$ cat src/rtl/scan_tap_pkg.sv
package scan_tap_pkg;

  typedef enum logic [3:0] {
    ST_RESET, ST_IDLE,
    ST_DSEL, ST_DCAP, ST_DSHF, ST_DEX1, ST_DPAU, ST_DEX2, ST_DUPD,
    ST_ISEL, ST_ICAP, ST_ISHF, ST_IEX1, ST_IPAU, ST_IEX2, ST_IUPD
  } tap_st_e;

  typedef enum logic [2:0] {
    IN_EXTEST, IN_SAMPLE, IN_IDCODE, IN_HIGHZ, IN_CLAMP, IN_BYPASS
  } instr_e;

  localparam int IR_W = 4;
  localparam int ID_W = 32;

  localparam logic [IR_W-1:0] OP_EXTEST = 4'b0000;
  localparam logic [IR_W-1:0] OP_SAMPLE = 4'b0001;
  localparam logic [IR_W-1:0] OP_IDCODE = 4'b0010;
  localparam logic [IR_W-1:0] OP_HIGHZ  = 4'b0011;
  localparam logic [IR_W-1:0] OP_CLAMP  = 4'b1000;
  localparam logic [IR_W-1:0] OP_BYPASS = 4'b1111;
  localparam logic [IR_W-1:0] IR_CAPTURE = 4'b1101;

  function automatic tap_st_e tap_next(input tap_st_e s, input logic m);
    case (s)
      ST_RESET: return m ? ST_RESET : ST_IDLE;
      ST_IDLE:  return m ? ST_DSEL  : ST_IDLE;
      ST_DSEL:  return m ? ST_ISEL  : ST_DCAP;
      ST_DCAP:  return m ? ST_DEX1  : ST_DSHF;
      ST_DSHF:  return m ? ST_DEX1  : ST_DSHF;
      ST_DEX1:  return m ? ST_DUPD  : ST_DPAU;
      ST_DPAU:  return m ? ST_DEX2  : ST_DPAU;
      ST_DEX2:  return m ? ST_DUPD  : ST_DSHF;
      ST_DUPD:  return m ? ST_DSEL  : ST_IDLE;
      ST_ISEL:  return m ? ST_RESET : ST_ICAP;
      ST_ICAP:  return m ? ST_IEX1  : ST_ISHF;
      ST_ISHF:  return m ? ST_IEX1  : ST_ISHF;
      ST_IEX1:  return m ? ST_IUPD  : ST_IPAU;
      ST_IPAU:  return m ? ST_IEX2  : ST_IPAU;
      ST_IEX2:  return m ? ST_IUPD  : ST_ISHF;
      default:  return m ? ST_DSEL  : ST_IDLE;
    endcase
  endfunction

  function automatic instr_e instr_decode(input logic [IR_W-1:0] op);
    case (op)
      OP_EXTEST: return IN_EXTEST;
      OP_SAMPLE: return IN_SAMPLE;
      OP_IDCODE: return IN_IDCODE;
      OP_HIGHZ:  return IN_HIGHZ;
      OP_CLAMP:  return IN_CLAMP;
      default:   return IN_BYPASS;
    endcase
  endfunction

  function automatic logic [ID_W-1:0] id_word(input logic [3:0] ver,
                                              input logic [15:0] part,
                                              input logic [10:0] mfr);
    return {ver, part, mfr, 1'b1};
  endfunction

endpackage

$ cat src/rtl/tap_fsm.sv
module tap_fsm
  import scan_tap_pkg::*;
(
  input  logic    tck,
  input  logic    trst_n,
  input  logic    tms,
  output tap_st_e st
);
  always_ff @(posedge tck or negedge trst_n) begin
    if (!trst_n) st <= ST_RESET;
    else         st <= tap_next(st, tms);
  end
endmodule

$ cat src/rtl/tap_ir.sv
module tap_ir
  import scan_tap_pkg::*;
(
  input  logic            tck,
  input  logic            trst_n,
  input  logic            tdi,
  input  tap_st_e         st,
  output logic [IR_W-1:0] ir_sh,
  output logic [IR_W-1:0] ir_q
);
  always_ff @(posedge tck or negedge trst_n) begin
    if (!trst_n) begin
      ir_sh <= IR_CAPTURE;
      ir_q  <= OP_IDCODE;
    end else begin
      if (st == ST_ICAP)      ir_sh <= IR_CAPTURE;
      else if (st == ST_ISHF) ir_sh <= {tdi, ir_sh[IR_W-1:1]};
      if (st == ST_RESET)     ir_q <= OP_IDCODE;
      else if (st == ST_IUPD) ir_q <= ir_sh;
    end
  end
endmodule

$ cat src/rtl/tap_dr.sv
module tap_dr
  import scan_tap_pkg::*;
#(
  parameter int              BSR_LEN = 303,
  parameter logic [ID_W-1:0] ID_VAL  = 32'h2001_A067
) (
  input  logic               tck,
  input  logic               trst_n,
  input  logic               tdi,
  input  tap_st_e            st,
  input  instr_e             instr,
  input  logic [BSR_LEN-1:0] pin_sample,
  output logic               dr_so,
  output logic [BSR_LEN-1:0] bsr_upd
);
  logic               byp_q;
  logic [ID_W-1:0]    id_sh;
  logic [BSR_LEN-1:0] bsr_sh;
  logic [BSR_LEN-1:0] bsr_shifted;
  logic               bsel, isel;

  assign bsel = (instr == IN_EXTEST) || (instr == IN_SAMPLE);
  assign isel = (instr == IN_IDCODE);

  generate
    if (BSR_LEN == 1) begin : g_one
      assign bsr_shifted = tdi;
    end else begin : g_many
      assign bsr_shifted = {bsr_sh[BSR_LEN-2:0], tdi};
    end
  endgenerate

  always_ff @(posedge tck or negedge trst_n) begin
    if (!trst_n) begin
      byp_q   <= 1'b0;
      id_sh   <= '0;
      bsr_sh  <= '0;
      bsr_upd <= '0;
    end else begin
      case (st)
        ST_DCAP: begin
          byp_q <= 1'b0;
          if (isel) id_sh  <= ID_VAL;
          if (bsel) bsr_sh <= pin_sample;
        end
        ST_DSHF: begin
          if (bsel)      bsr_sh <= bsr_shifted;
          else if (isel) id_sh  <= {tdi, id_sh[ID_W-1:1]};
          else           byp_q  <= tdi;
        end
        ST_DUPD: if (bsel) bsr_upd <= bsr_sh;
        default: ;
      endcase
    end
  end

  always_comb begin
    if (bsel)      dr_so = bsr_sh[BSR_LEN-1];
    else if (isel) dr_so = id_sh[0];
    else           dr_so = byp_q;
  end
endmodule

$ cat src/rtl/scan_tap.sv
module scan_tap #(
  parameter int          BSR_LEN = 303,
  parameter logic [3:0]  ID_VER  = 4'h2,
  parameter logic [15:0] ID_PART = 16'h001A,
  parameter logic [10:0] ID_MFR  = 11'h033
) (
  input  logic               tck,
  input  logic               trst_n,
  input  logic               tms,
  input  logic               tdi,
  input  logic [BSR_LEN-1:0] pin_sample,
  output logic               tdo,
  output logic               tdo_en,
  output logic               test_sel,
  output logic               out_disable,
  output logic [BSR_LEN-1:0] bsr_upd
);
  import scan_tap_pkg::*;

  localparam logic [ID_W-1:0] ID_VAL = id_word(ID_VER, ID_PART, ID_MFR);

  tap_st_e         st;
  logic [IR_W-1:0] ir_sh, ir_q;
  instr_e          instr;
  logic            dr_so;
  logic            in_shift;

  tap_fsm u_fsm (.tck(tck), .trst_n(trst_n), .tms(tms), .st(st));

  tap_ir u_ir (.tck(tck), .trst_n(trst_n), .tdi(tdi), .st(st),
               .ir_sh(ir_sh), .ir_q(ir_q));

  assign instr = instr_decode(ir_q);

  tap_dr #(.BSR_LEN(BSR_LEN), .ID_VAL(ID_VAL)) u_dr (
    .tck(tck), .trst_n(trst_n), .tdi(tdi), .st(st), .instr(instr),
    .pin_sample(pin_sample), .dr_so(dr_so), .bsr_upd(bsr_upd));

  assign in_shift    = (st == ST_DSHF) || (st == ST_ISHF);
  assign test_sel    = (instr == IN_EXTEST) || (instr == IN_CLAMP);
  assign out_disable = (instr == IN_HIGHZ);

  always_ff @(negedge tck or negedge trst_n) begin
    if (!trst_n) begin
      tdo    <= 1'b0;
      tdo_en <= 1'b0;
    end else begin
      tdo_en <= in_shift;
      tdo    <= (st == ST_ISHF) ? ir_sh[0] : dr_so;
    end
  end
endmodule

$ cat config.mk
export PLATFORM = sky130hd
export DESIGN_NAME = scan_tap
export DESIGN_NICKNAME = d
export VERILOG_FILES = /design/src/rtl/scan_tap_pkg.sv /design/src/rtl/tap_fsm.sv /design/src/rtl/tap_ir.sv /design/src/rtl/tap_dr.sv /design/src/rtl/scan_tap.sv
export SDC_FILE = /design/constraint.sdc
export NUM_CORES = 1
export LEC_CHECK = 0
export BUFFER_PORTS_ARGS = -buffer_cell sky130_fd_sc_hd__buf_2
export CORE_ASPECT_RATIO = 0.5
export CORE_MARGIN = 2
export CORE_UTILIZATION = 51
export CTS_BUF_LIST = sky130_fd_sc_hd__clkbuf_8
export DETAILED_ROUTE_END_ITERATION = 7
export PLACE_DENSITY_LB_ADDON = 0.08
export SYNTH_ARGS = -nofsm -noshare
export SYNTH_HDL_FRONTEND = slang
export SYNTH_HIERARCHICAL = 1
export SYNTH_SLANG_ARGS = --single-unit
$ cat constraint.sdc
create_clock -name tck -period 2.35 [get_ports tck]
set_input_delay 0.235 -clock tck [delete_from_list [all_inputs] [get_ports tck]]
set_output_delay 0.235 -clock tck [all_outputs]
set_load 0.01 [all_outputs]
-- After elaboration in Yosys (flattened, before gate mapping)
Index checks and enable logic that the tools add are counted.
- output and inout bits: 307
- logic and storage cells: 83
- bits in registers: 653
- reductions and logical operators: 15
- equality and inequality tests: 28
- muxes and demuxes: 31
- operator list (operator ; number):
    $mux 303 ; 2
    $pmux 303 s2 ; 1
    $mux 32 ; 3
    $pmux 32 s2 ; 1
    $pmux 4 s11 ; 1
    $eq 4x4->1 const B ; 9
    $mux 4 ; 8
    $eq 4x2->1 const B ; 4
    $eq 4x3->1 const B ; 4
    $pmux 3 s5 ; 1
    $logic_not 4->1 ; 2
    $mux 1 ; 8
    $ne 2x1->1 const B ; 4
    $eq 3x2->1 const B ; 2
    $mux 2 ; 3
    $mux 3 ; 2
    $reduce_and 3->1 ; 2
    $reduce_bool 2->1 ; 3
    $eq 4x1->1 const B ; 1
    $ne 2x2->1 const B ; 2
    $reduce_and 4->1 ; 1
    $reduce_or 2->1 ; 2
    $eq 3x1->1 const B ; 1
    $eq 3x3->1 const B ; 1
    other kinds (4) ; 6

-- Depth between registers and ports, before layout
- word-level depth: 6
- depth in mapped cells: 9

-- Modules after synthesis
Netlist, hierarchy kept.
- modules (own cells, without submodules) (module ; area each (µm²) ; times used ; cells each):
    tap_dr ; 27385.0 ; 1 ; 2047
    tap_ir ; 366.6 ; 1 ; 38
    tap_fsm ; 300.3 ; 1 ; 37
    scan_tap ; 117.6 ; 1 ; 11

==> summary.txt <==
Pwr
  – PD cells: 1205 nW/um2
  – VDD IR-drop max: 0.0005975 V
  – Comb power frac: 0.366
  – Sequential share of power: 0.441
  – Clk pwr share: 0.193
  – Int Power: 0.03061 W
  – P_leak: 19.88 nW
  – Psw: 0.01614 W
  – Sw Ratio: 0.3452

GRT
  – Pin count of the biggest net entering global routing: between 150 and 200
  – All-Layer GR Usage: 0.2680
  – Antenna violations before repair: 5
  – Gr ovfl total: 0
  – First-pass GRT wire length: 119.3 mm
  – Number of global-route vias before repair: 21210

Yosys
  – Syn Inst Count: 2133
  – Yosys Warn Count: 6
  – EDFF count, synth: 0
  – Most used DFF post-synth: dfrtp_1
  – Async SR Flop Fraction: 1.000
  – Cell variety after synth: 47
  – Syn Nets: 2440
  – Mean Syn Cell Area: 13.21 um2
  – Synth top area cells: dfrtp_1 (57%), mux2_4 (14%), mux2i_1 (11%)
  – Yosys reg bits: 653
  – Sequential share of the synthesized area: 0.5803
  – Post-synth top area share: 0.5748
  – Mapped Area: 28170 um2
  – Cell taking the most area after synthesis: dfrtp_1

Clock network
  – CTS tree: yes
  – Inserted Clock Buffers: ~90
  – Latest clock arrival within the worst-skew pair: roughly 0.67 ns
  – Num Clock Sinks: 653
  – CTS root buf: clkbuf_8
  – Clock slew at reported path FFs: ~0.07 ns
  – Clock tree buffer depth: 3
  – H-tree levels: 3

Routing
  – Routed vias/inst: roughly 5
  – Detailed-route via count: 20226
  – Initial detailed-routing violation count: about 1200
  – Detail Route Antenna Nets: 0
  – Drt drc: 0
  – Final wirelength: just under 80 mm
  – DR WL/cell: 19.48 um
  – Pre-antenna DRT Iters: 5

Floorplanning
  – Die ar.: 57250 um2
  – Die Y-Extent: 170.2 um
  – # rows: 60
  – Core area: 54130 um2
  – Io pins: roughly 610
  – Initial Util: 0.5204
  – Die width: 336.4 um

Run
  – Max Cap Viol: 0

STA
  – Slew @ Worst Pin: 1.025 ns
  – Max-Slew Margin vs Limit: 0.3166
  – Final setup margin: -0.3884 ns
  – Final hold violations: 0
  – Clock skew: 0.07485 ns
  – Final Setup Violations: 306
  – RSZ-0062 raised after global routing: true
  – Max-slew violation count: 0

Setup path
  – CP Max Fanout: 4
  – WS Path Type: reg -> reg
  – Crit start category: flop
  – Endpoint class of the critical path: flop
  – WP data arrival: roughly 2.0 ns
  – Critical Path RT: 1.62 ns

Final layout
  – Final Util: 0.7169
  – Most common cell after layout, fill and taps aside: dfrtp_1
  – Fin area: 38800 um2
  – Nets@finish: 3453
  – Layout cells sized above 1: 0.3750
  – Most frequent cells in the layout: dfrtp_1 (646), buf_2 (610), o21ai_0 (311)
  – P&R area growth vs syn: 37.75%

Outcome
  – Outcome: finished with violations
  – Failing checks: setup timing

Placement
  – I/O Buffers: 613
  – DP Area: 32480 um2
  – Gp weighted congestion: about 0.86
  – DPL Wire Length: 48.29 mm

Min path
  – Hold WC Path Type: in -> async
==> worst paths after layout <==
kind,start,to,slack [ns],depth (start not counted)
setup / recovery,u_ir/ir_q[1],tdo,-0.39,4
setup reg to reg,u_ir/ir_q[1],tdo,-0.39,4
hold / removal,trst_n,u_ir/ir_q[1],0.17,2
max in group asynchronous,trst_n,u_dr/bsr_upd[296],0.84,3
hold reg to reg,u_dr/id_sh[5],u_dr/id_sh[5],0.50,1
min in group tck,pin_sample[27],u_dr/bsr_sh[27],0.39,4
==> synthesized netlist by cell type (2+ instances only) <==
cell type	number
nor2_1	6
o21ai_0	311
dfrtn_1	2
buf_2	68
a211oi_1	3
dfstp_2	4
mux2_4	270
a21oi_1	12
o22a_1	10
a22o_1	23
inv_1	5
nand2b_1	3
dfrtp_1	647
buf_4	8
mux2i_1	304
o211ai_1	2
o31ai_1	2
mux2_2	34
nand2_1	309
nor3b_1	3
nand3_1	3
buf_6	30
nor3_1	2
clkbuf_1	41
or2_1	2
o22ai_1	4
nor4b_1	3
nor2b_1	3
==> per-stage QoR <==
step / setup TNS (ns) / worst slack [ns] / hold slack (ns) / instances / total power [W]
6_report: -59.03 / -0.3884 / 0.1721 / 3967 / 0.04676
5_1_grt: -72.55 / -0.4995 / 0.1606 / 3965 / 0.04975
4_1_cts: -80.25 / -0.4030 / 0.1218 / 3963 / 0.04687
3_5_place_dp: -45.75 / -0.3239 / 0.1169 / 3440 / 0.03670
3_3_place_gp: -38.07 / -0.3047 / 0.1151 / 3440 / 0.03613
2_1_floorplan: -0.2838 / -0.2838 / -0.06059 / 2133 / 0.03018
==> flip-flops by register name (all words and copies together) (netlist names) <==
name,count
u_dr/bsr_upd,303
u_dr/id_sh,32
u_fsm/st,4
u_dr/bsr_sh,303
tdo_en,1
tdo,1
u_ir/ir_q,4
u_ir/ir_sh,4
u_dr/byp_q,1
==> worst max-delay path, stage by stage (launching register included) <==
cell and delay [ns]:
dfstp_2 0.55, nor3b_4 0.23, a21oi_1 0.09, o22a_1 0.21, mux2_4 0.26
==> per-layer routing <==
metal	track usage	part of all wire
met1	0.3353	0.41
met2	0.4551	0.51
met3	0.04774	0.035
met4	0.1267	0.046
met5	0	0
==> cells by family (layout without fill, tap and decap cells) <==
| logic type | after synthesis | in the layout | synth area share |
|---|---|---|---|
| other | 0 | 7 | 0 |
| AOI/OAI and AO/OA | 371 | 371 | 0.07142 |
| and+or+nand+nor | 348 | 349 | 0.05033 |
| buffers and inverters | 153 | 1235 | 0.03247 |
| muxes | 608 | 608 | 0.2655 |
| DFF | 653 | 653 | 0.5803 |
==> final cells by class <==
type                    instances  area, um2
flip-flops and latches        653      16350
fillers                      3795      15320
multi-input cells            1328      10960
repair buffers               1066       8663
clock buffers                 120       1652
well taps                     744      930.9
clock inverters                44      214.0
inverters                       5      18.77
diodes                          7      17.52
==> timing repair <==
item | 4_1_cts | 5_1_grt
pin swaps | 4 | 4
setup buffers | 20 | 7
hold buffers | 307 | 0
endpoints found under the setup margin | 292 | 307
resized for setup | 86 | 37
gates cloned | 32 | 4
endpoints found under the hold margin | 755 | 0
==> power by group through the flow <==
stage	clock, W	combinational [W]	sequential, W
floorplan	0	0.00927	0.0209
global placement	0	0.0156	0.0205
detailed placement	0	0.0160	0.0207
CTS	0.00927	0.0170	0.0205
global route	0.00982	0.0186	0.0213
finish	0.00904	0.0171	0.0206
(Power assumes the default switching activity.)
